===== config.mk =====
export PLATFORM = sky130hd
export DESIGN_NAME = wdg_keyed
export DESIGN_NICKNAME = d
export VERILOG_FILES = /design/src/rtl/wdg_pkg.sv /design/src/rtl/wdg_prescale.sv /design/src/rtl/wdg_unit_cnt.sv /design/src/rtl/wdg_key_seq.sv /design/src/rtl/wdg_keyed.sv
export SDC_FILE = /design/constraint.sdc
export NUM_CORES = 1
export LEC_CHECK = 0
export ABC_AREA = 1
export CAP_MARGIN = 20
export CORE_MARGIN = 2
export CORE_UTILIZATION = 40
export DETAILED_ROUTE_END_ITERATION = 8
export GPL_TIMING_DRIVEN = 1
export HOLD_SLACK_MARGIN = 0.1
export PLACE_DENSITY = 0.62
export SYNTH_ARGS = -nofsm -noshare
export SYNTH_HDL_FRONTEND = slang
export SYNTH_SLANG_ARGS = --single-unit
export TNS_END_PERCENT = 10

===== constraint.sdc =====
create_clock -name clk_i -period 3.33 [get_ports clk_i]
set_input_delay 0.4995 -clock clk_i [delete_from_list [all_inputs] [get_ports clk_i]]
set_output_delay 0.4995 -clock clk_i [all_outputs]
set_load 0.01 [all_outputs]

===== src/rtl/wdg_pkg.sv =====
package wdg_pkg;
  localparam int unsigned TMO_W = 8;
  localparam logic [3:0] ADDR_CTRL = 4'h0;
  localparam logic [3:0] ADDR_SVC  = 4'h2;
  localparam logic [3:0] ADDR_STAT = 4'h4;
  localparam logic [3:0] ADDR_IRQ  = 4'h6;
  localparam logic [3:0] ADDR_MISC = 4'h8;
  localparam logic [15:0] KEY_FIRST  = 16'h5555;
  localparam logic [15:0] KEY_SECOND = 16'hAAAA;

  typedef enum logic {KEY_IDLE, KEY_ARMED} key_state_e;

  typedef struct packed {
    logic [TMO_W-1:0] tmo;
    logic wait_stop;
    logic rsv;
    logic ext_mask;
    logic sw_mask;
    logic ext_sel;
    logic en;
    logic dbg_stop;
    logic lp_stop;
  } ctrl_t;
endpackage


===== src/rtl/wdg_prescale.sv =====
module wdg_prescale #(
  parameter int unsigned UNIT_TICKS = 16384
) (
  input  logic clk_i,
  input  logic rst_ni,
  input  logic clear_i,
  input  logic step_i,
  output logic unit_o
);
  localparam int unsigned CW = (UNIT_TICKS > 1) ? $clog2(UNIT_TICKS) : 1;
  localparam logic [CW-1:0] LAST = CW'(UNIT_TICKS - 1);

  logic [CW-1:0] cnt_q;

  assign unit_o = step_i && (cnt_q == LAST);

  always_ff @(posedge clk_i or negedge rst_ni) begin
    if (!rst_ni)       cnt_q <= '0;
    else if (clear_i)  cnt_q <= '0;
    else if (step_i)   cnt_q <= unit_o ? '0 : cnt_q + 1'b1;
  end
endmodule


===== src/rtl/wdg_unit_cnt.sv =====
module wdg_unit_cnt #(
  parameter int unsigned W = 8
) (
  input  logic         clk_i,
  input  logic         rst_ni,
  input  logic         load_i,
  input  logic [W-1:0] load_val_i,
  input  logic         unit_i,
  input  logic [W-1:0] lead_i,
  output logic         expire_o,
  output logic         lead_hit_o
);
  logic [W-1:0] cnt_q;

  // a reload on the same edge wins over the unit strobe
  assign expire_o   = unit_i && !load_i && (cnt_q == '0);
  assign lead_hit_o = unit_i && !load_i && (lead_i != '0) && (cnt_q == lead_i);

  always_ff @(posedge clk_i or negedge rst_ni) begin
    if (!rst_ni)      cnt_q <= '0;
    else if (load_i)  cnt_q <= load_val_i;
    else if (unit_i)  cnt_q <= (cnt_q == '0) ? load_val_i : cnt_q - 1'b1;
  end
endmodule


===== src/rtl/wdg_key_seq.sv =====
module wdg_key_seq
  import wdg_pkg::*;
(
  input  logic        clk_i,
  input  logic        rst_ni,
  input  logic        svc_wr_i,
  input  logic [15:0] data_i,
  output logic        done_o,
  output logic        armed_o
);
  key_state_e state_q;

  assign armed_o = (state_q == KEY_ARMED);
  assign done_o  = svc_wr_i && armed_o && (data_i == KEY_SECOND);

  always_ff @(posedge clk_i or negedge rst_ni) begin
    if (!rst_ni) state_q <= KEY_IDLE;
    else if (svc_wr_i) begin
      if (state_q == KEY_IDLE && data_i == KEY_FIRST) state_q <= KEY_ARMED;
      else                                            state_q <= KEY_IDLE;
    end
  end
endmodule


===== src/rtl/wdg_keyed.sv =====
module wdg_keyed
  import wdg_pkg::*;
#(
  parameter int unsigned UNIT_TICKS = 16384
) (
  input  logic        clk_i,
  input  logic        rst_ni,
  input  logic        tick_i,
  input  logic        req_i,
  input  logic        we_i,
  input  logic [3:0]  addr_i,
  input  logic [15:0] wdata_i,
  output logic [15:0] rdata_o,
  input  logic        wait_i,
  input  logic        dbg_i,
  input  logic        lp_i,
  input  logic [2:0]  cause_i,
  output logic        irq_o,
  output logic        sw_rst_o,
  output logic        ext_rst_o,
  output logic        pd_en_o
);
  ctrl_t            ctrl_q, ctrl_wd;
  logic             wr, ctrl_wr, svc_wr, irq_wr, misc_wr;
  logic             en_rise, load, pause, step, unit;
  logic             expire, lead_hit, key_done, key_armed;
  logic [TMO_W-1:0] load_val;
  logic             irq_en_q, irq_flag_q;
  logic [TMO_W-1:0] lead_q;
  logic [2:0]       stat_q;
  logic             cap_done_q, misc_q;
  logic             sw_q, ext_q, to_q;
  logic             wdg_en, sw_mask;

  assign wr      = req_i && we_i;
  assign ctrl_wr = wr && (addr_i == ADDR_CTRL);
  assign svc_wr  = wr && (addr_i == ADDR_SVC);
  assign irq_wr  = wr && (addr_i == ADDR_IRQ);
  assign misc_wr = wr && (addr_i == ADDR_MISC);

  assign ctrl_wd  = ctrl_t'(wdata_i);
  assign wdg_en   = ctrl_q.en;
  assign sw_mask  = ctrl_q.sw_mask;
  assign en_rise  = ctrl_wr && ctrl_wd.en && !ctrl_q.en;
  assign load     = en_rise || (key_done && ctrl_q.en);
  assign load_val = en_rise ? ctrl_wd.tmo : ctrl_q.tmo;
  assign pause    = (ctrl_q.wait_stop && wait_i) || (ctrl_q.dbg_stop && dbg_i) ||
                    (ctrl_q.lp_stop && lp_i);
  assign step     = tick_i && ctrl_q.en && !pause;

  always_ff @(posedge clk_i or negedge rst_ni) begin
    if (!rst_ni) ctrl_q <= '0;
    else if (ctrl_wr) begin
      ctrl_q     <= ctrl_wd;
      ctrl_q.rsv <= 1'b0;
      ctrl_q.en  <= ctrl_wd.en || ctrl_q.en;
    end
  end

  wdg_key_seq u_key (
    .clk_i    (clk_i),
    .rst_ni   (rst_ni),
    .svc_wr_i (svc_wr),
    .data_i   (wdata_i),
    .done_o   (key_done),
    .armed_o  (key_armed)
  );

  wdg_prescale #(.UNIT_TICKS(UNIT_TICKS)) u_pre (
    .clk_i   (clk_i),
    .rst_ni  (rst_ni),
    .clear_i (load),
    .step_i  (step),
    .unit_o  (unit)
  );

  wdg_unit_cnt #(.W(TMO_W)) u_cnt (
    .clk_i      (clk_i),
    .rst_ni     (rst_ni),
    .load_i     (load),
    .load_val_i (load_val),
    .unit_i     (unit),
    .lead_i     (lead_q),
    .expire_o   (expire),
    .lead_hit_o (lead_hit)
  );

  always_ff @(posedge clk_i or negedge rst_ni) begin
    if (!rst_ni) begin
      irq_en_q   <= 1'b0;
      irq_flag_q <= 1'b0;
      lead_q     <= '0;
    end else begin
      if (irq_wr) begin
        irq_en_q <= wdata_i[15];
        lead_q   <= wdata_i[TMO_W-1:0];
      end
      if (lead_hit && irq_en_q)           irq_flag_q <= 1'b1;
      else if (irq_wr && wdata_i[14])     irq_flag_q <= 1'b0;
    end
  end

  always_ff @(posedge clk_i or negedge rst_ni) begin
    if (!rst_ni) begin
      sw_q  <= 1'b0;
      ext_q <= 1'b0;
      to_q  <= 1'b0;
    end else begin
      sw_q  <= expire && !ctrl_q.sw_mask;
      ext_q <= expire && ctrl_q.ext_sel && !ctrl_q.ext_mask;
      to_q  <= expire;
    end
  end

  always_ff @(posedge clk_i or negedge rst_ni) begin
    if (!rst_ni) begin
      stat_q     <= '0;
      cap_done_q <= 1'b0;
    end else if (!cap_done_q) begin
      stat_q     <= cause_i;
      cap_done_q <= 1'b1;
    end else if (expire) begin
      stat_q[1]  <= 1'b1;
    end
  end

  always_ff @(posedge clk_i or negedge rst_ni) begin
    if (!rst_ni)      misc_q <= 1'b1;
    else if (misc_wr) misc_q <= wdata_i[0];
  end

  always_comb begin
    unique case (addr_i)
      ADDR_CTRL: rdata_o = ctrl_q;
      ADDR_STAT: rdata_o = {11'b0, stat_q[2], 2'b00, stat_q[1], stat_q[0]};
      ADDR_IRQ:  rdata_o = {irq_en_q, irq_flag_q, {(14-TMO_W){1'b0}}, lead_q};
      ADDR_MISC: rdata_o = {15'b0, misc_q};
      default:   rdata_o = '0;
    endcase
  end

  assign irq_o     = irq_flag_q && irq_en_q;
  assign sw_rst_o  = sw_q;
  assign ext_rst_o = ext_q;
  assign pd_en_o   = misc_q;
endmodule


==> impl_metrics.yaml, run 1 <==
sta:
  skew_ns: 0.0102
  rsz0062_at_grt: "no"
  hold_violations: 0
  tightest_slew_ns: 0.501
  setup_viol: 0
  timing.final.crit_share: 0.895
  fin_setup_tns_ns: 0
  slew_headroom: 0.665
  slew_viol_final: 0
  fmax_ghz: 0.336
  worst_slack_ns: 0.350
  period_needed_ns: 2.98
floorplan:
  initial_core_util: 0.416
  ioPinCount: 51
  core_um2: 8260
  fp.dieH_um: 96.7
  die_x_um: 96.7
  die_area_um2: 9350
  row_count: 33
drt:
  drc: 0
  ant_nets: 0
  drt_iter0_markers: 195
  routed_via_density: 4.98
  wirelength_um: 8850
  wl_per_cell_um: 13.8
  drt_first_pass_iters: 4
  vias: 3190
grt:
  antenna_found_initial: 0
  overflow: 0
  grt_max_degree: 36
  grt_pass1_vias: 3052
  grt_pass1_wl_um: 15000
  grtUsageTotal: 0.194
run:
  cap_violations: 0
critical_path:
  timing.rr.start: "u_cnt.cnt_q[0]$_DFFE_PN0P_"
  cp_max_fo: 7
  endpoint_kind: "output port"
  critical_path_required_ns: 2.83
  r2r_setup_slack_ns: 1.35
  slowest_stage: "clkdlybuf4s50_1"
  arrival_ns: 2.48
  crit_start: "addr_i[2]"
  cp-start-kind: "input pin"
  reg2regPathDepth: 9
  cpMostUsedCell: "inv_1"
  path_cells: "clkdlybuf4s50_1 > inv_1 > nor2_1 > inv_1 > nor2_2 > inv_1 > o221ai_1 > clkdlybuf4s50_1"
  critPathMaxStageDelay_ns: 0.58
  r2r_end: "stat_q[1]$_DFFE_PN0P_"
  worst-setup-path-type: "in -> out"
logic_synthesis:
  ys_ff_latch: 55
  synth_nets: 518
  netlist_instances: 484
  syn-cell-area_um2: 3440
  synthTopCellsByCount: "nand2_1 (140), inv_1 (75), dfrtp_1 (54), nor2_1 (46), nand3_1 (30)"
  ys_async_sr_fraction: 1.00
  synth_top_area_frac: 0.393
  synth_edf_count: 0
  synth.yosys.seq_area_share: 0.401
  yosys.cell_types.count: 37
  ys_top_cells_by_area: "dfrtp_1 (39%), nand2_1 (15%), inv_1 (8.2%)"
  yosysTopAreaCell: "dfrtp_1"
  syn_avg_cell_area_um2: 7.10
  synth_flop_cell: "dfrtp_1"
  synth_most_common_cell: "nand2_1"
  yosys_warnings: 0
power:
  leakagePower_uw: 0.00207
  power_density_nw_per_um2: 396
  vdd_drop_max_mv: 0.238
layout:
  area_growth_pct: 19.7
  final_area_um2: 4120
  nFillCells: 857
  n_antenna_cell: 0
  utilization: 0.498
  drive_above_1_share: 0.0729
  fin_nets: 568
placement:
  routabilityCongestion: 0.798
  dp_slack_ns: 0.361
  place_area_um2: 4020
  place.port_buffers: 50
  hpwl_um: 6770
clocking:
  tritoncts: "built"
  cts_max_level: 2
  cts_buffer_depth: 2
  clkSlewWorstSetupHoldPaths_ns: 0.11
  root_buffer: "clkbuf_8"
  postCtsSetupRepairBufs: 0
  numCtsBuffers: 5
  clock_latency_ns: 0.32
  postCtsResizedCells: 0
  cts_sinks: 55
  cts_hold_buf: 0
min_path:
  hold_path_class: "in -> async"
run_status:
  status: "finished clean"
==> critical path: cells and delay by family <==
kind / cells / cell delay (ns)
compound gates: 1 / 0.23
buf+inv: 5 / 1.43
simple gates: 2 / 0.32
==> logic make-up (layout without fill, tap and decap cells) <==
family / Yosys count / after routing / share of synthesized area
fa+ha+maj: 3 / 3 / 0.0109
other cells: 1 / 1 / 0.00109
xor+xnor: 12 / 12 / 0.0306
simple gates: 271 / 271 / 0.366
buf+inv: 89 / 140 / 0.106
compound gates: 53 / 53 / 0.0848
flops: 55 / 55 / 0.401
==> how the worst max path moves through the flow <==
stage                       to  slack (ns)  cells after the start
global route        rdata_o[4]        0.16                      8
global placement    rdata_o[0]        0.45                      8
finish              rdata_o[4]        0.35                      8
CTS                 rdata_o[4]        0.34                      8
floorplan           rdata_o[0]        1.58                      6
detailed placement  rdata_o[4]        0.36                      8
==> registers in the layout, indices dropped and copies added, names as in the netlist <==
| register | cells |
|---|---|
| cap_done_q | 1 |
| irq_flag_q | 1 |
| ext_rst_o | 1 |
| irq_en_q | 1 |
| u_key.armed_o | 1 |
| sw_rst_o | 1 |
| wdg_en | 1 |
| sw_mask | 1 |
| u_cnt.cnt_q | 8 |
| ctrl_q | 13 |
| lead_q | 8 |
| stat_q | 3 |
| u_pre.cnt_q | 14 |
| pd_en_o | 1 |
==> per-layer routing <==
metal | GRT usage | wire length [um] | vias up
li1 | - | - | 1640
met2 | 0.308 | 4080 | 66
met4 | 0.0433 | 100 | 0
met5 | 0 | 0 | -
met3 | 0.0376 | 390 | 10
met1 | 0.277 | 4270 | 1474
==> area by class of cell <==
class,instances,area [um2],share of cell area
timing repair buffer,53,518,0.126
sequential,55,1380,0.335
tap,105,131,0.0319
clock inverter,1,8.76,0.00213
multi-input combinational,340,1700,0.412
inverter,79,297,0.0720
clock buffer,7,86.3,0.0210
==> layout by cell type (no fill, tap or decap), types with 2 or more instances in the layout <==
cell type,n
nor2_1,46
nand3_4,2
xnor2_1,3
nand2_1,140
inv_2,4
nor2_2,6
nand2_2,4
o21ai_1,12
xor2_1,9
clkbuf_8,6
o221ai_1,2
nand3_2,2
o22ai_1,4
ha_1,3
o21ai_0,27
nand3_1,30
a21oi_1,3
inv_1,75
nor2_4,4
buf_4,3
clkdlybuf4s50_1,49
dfrtp_1,54
nand4_1,24
o31ai_1,2
nor3_1,6
==> power by group <==
part | switching, uW | internal (uW) | leakage [uW] | total, uW
combinational | 220 | 161 | 0.00133 | 381
sequential | 71.8 | 772 | 0.000690 | 844
clock | 234 | 171 | 0.0000484 | 405
total | 525 | 1100 | 0.00207 | 1630
==> through the flow <==
stage | total power, uW | instances | hold slack (ns)
after global routing | 1750 | 640 | 0.141
after CTS | 1640 | 640 | 0.144
after detailed placement | 1240 | 632 | 0.435
after global placement | 1240 | 632 | 0.430
after floorplan | 1080 | 484 | 0.204
final | 1630 | 640 | 0.128
Power figures use the tool's default switching activity.
==> inputs of run 2 (changes only) <==
--- a/config.mk
+++ b/config.mk
@@ -17,3 +17,3 @@
 export SYNTH_HDL_FRONTEND = slang
 export SYNTH_SLANG_ARGS = --single-unit
-export TNS_END_PERCENT = 10
+export TNS_END_PERCENT = 50
==> constraint.sdc (replaced) <==
create_clock -name clk_i -period 3.33 [get_ports clk_i]
set_input_delay 0.4995 -clock clk_i [delete_from_list [all_inputs] [get_ports clk_i]]
set_output_delay 0.4995 -clock clk_i [all_outputs]
set_load 0.05 [all_outputs]
==> impl_metrics.yaml, run 2 (synthesis results as in run 1) <==
grt:
  grt_use_met1: 0.279
  overflow: 0
  grt_max_degree: 34
  antenna_found_initial: 0
  grtUsageTotal: 0.195
  gr-usage-met3: 0.0325
  grt_pass1_wl_um: 14900
  grt_use_met2: 0.312
  busiest_layer: "met2"
  grt_pass1_vias: 3070
layout:
  final_area_um2: 4120
  nFillCells: 851
  final_cell_count_no_fill: 641
  area_growth_pct: 19.7
  mostFrequentLayoutCell: "nand2_1"
  regMostFlops: "u_pre.cnt_q"
  mostFrequentLayoutCells: "nand2_1 (140), inv_1 (75), dfrtp_1 (54)"
  drive_above_1_share: 0.0933
  fin_nets: 569
  seq_area_um2: 1380
  multi_input_area_um2: 1700
  top_regs: "u_pre.cnt_q (14), ctrl_q (13)"
  n_antenna_cell: 0
  largest_register_ff_count: 14
clocking:
  clock_latency_ns: 0.31
  cts_hold_buf: 0
  root_buffer: "clkbuf_8"
  clkSlewWorstSetupHoldPaths_ns: 0.10
  numCtsBuffers: 5
  cts_sinks: 55
  postCtsResizedCells: 0
  cts_max_level: 2
  postCtsSetupRepairBufs: 0
  tritoncts: "built"
  cts_buffer_depth: 2
min_path:
  hold_path_class: "in -> async"
sta:
  slew_viol_final: 0
  period_needed_ns: 2.74
  worst_slack_ns: 0.585
  slew_headroom: 0.493
  fmax_ghz: 0.364
  fin_setup_tns_ns: 0
  hold_violations: 0
  rsz0062_at_grt: "no"
  timing.final.crit_share: 0.824
  tightest_slew_ns: 0.760
  setup_viol: 0
  skew_ns: 0.0127
drt:
  drt_first_pass_iters: 7
  ant_nets: 0
  vias: 3179
  drc: 0
  wirelength_um: 8840
  wl_per_cell_um: 13.8
  routed_via_density: 4.96
  drt_iter0_markers: 170
critical_path:
  arrival_ns: 2.25
  crit_end: "rdata_o[13]"
  r2r_end: "stat_q[1]$_DFFE_PN0P_"
  r2r_setup_slack_ns: 1.30
  worst-setup-path-type: "in -> out"
  crit_start: "addr_i[3]"
  critical_path_required_ns: 2.83
  endpoint_kind: "output port"
  cp-start-kind: "input pin"
  timing.rr.start: "u_cnt.cnt_q[0]$_DFFE_PN0P_"
  reg2regPathDepth: 9
  cp_max_fo: 16
floorplan:
  core_um2: 8260
  die_x_um: 96.7
  initial_core_util: 0.416
  row_count: 33
  ioPinCount: 51
  fp.dieH_um: 96.7
  die_area_um2: 9350
power:
  vdd_drop_max_mv: 0.175
  power_density_nw_per_um2: 404
  leakagePower_uw: 0.00210
  power_uw: 1660
run_status:
  status: "finished clean"
placement:
  dp_slack_ns: 0.588
  routabilityCongestion: 0.892
  hpwl_um: 6830
  place_area_um2: 4020
  place.port_buffers: 50
  place_inst: 633
run:
  cap_violations: 0
## run 2: cell types whose count changed in the layout (fill, tap and decap cells not counted)
cell,before,now
buf_12,0,1
buf_4,3,13
clkbuf_8,6,7
clkdlybuf4s50_1,49,39
clkinv_4,1,0
## run 2: critical path, cell delays in order
cell and delay [ns]:
clkdlybuf4s50_1 0.47, nor2_4 0.16, nand2_4 0.16, nor2_1 0.14, clkdlybuf4s50_1 0.81
## run 2: power by group
| part | total (uW) | switching (uW) | internal (uW) |
|---|---|---|---|
| Clock | 410 | 219 | 191 |
| Sequential | 843 | 70.7 | 772 |
| Combinational | 413 | 251 | 161 |
| Total | 1660 | 541 | 1120 |
## run 2: final cells by class
class	count	area share
Clock buffer	8	0.0243
Inverter	79	0.0720
Multi-Input combinational cell	340	0.412
Sequential cell	55	0.335
Tap cell	105	0.0319
Timing Repair Buffer	54	0.125
## run 2: worst min-delay path by stage
| stage | startpoint | endpoint | slack (ns) | cells after the start |
|---|---|---|---|---|
| after floorplan | rst_ni | cap_done_q$_DFF_PN0_ | 0.20 | 0 |
| after global placement | sw_mask$_DFFE_PN0N_ | sw_rst_o$_DFF_PN0_ | 0.43 | 1 |
| after detailed placement | sw_mask$_DFFE_PN0N_ | sw_rst_o$_DFF_PN0_ | 0.44 | 1 |
| after CTS | rst_ni | u_pre.cnt_q[10]$_DFFE_PN0P_ | 0.28 | 1 |
| after global routing | rst_ni | u_pre.cnt_q[10]$_DFFE_PN0P_ | 0.31 | 1 |
| final | rst_ni | u_pre.cnt_q[10]$_DFFE_PN0P_ | 0.26 | 1 |
## run 2: per-stage QoR
step / utilization / hold WS (ns)
2_1_floorplan: - / 0.204
3_3_place_gp: 0.486 / 0.433
3_5_place_dp: 0.486 / 0.442
4_1_cts: 0.498 / 0.283
5_1_grt: 0.498 / 0.311
6_report: 0.498 / 0.259
## run 2: routing by layer
| layer | part of all wire | routed length, um |
|---|---|---|
| met5 | 0 | 0 |
| met3 | 0.046 | 406 |
| met4 | 0.0085 | 75 |
| met2 | 0.46 | 4080 |
| met1 | 0.48 | 4280 |
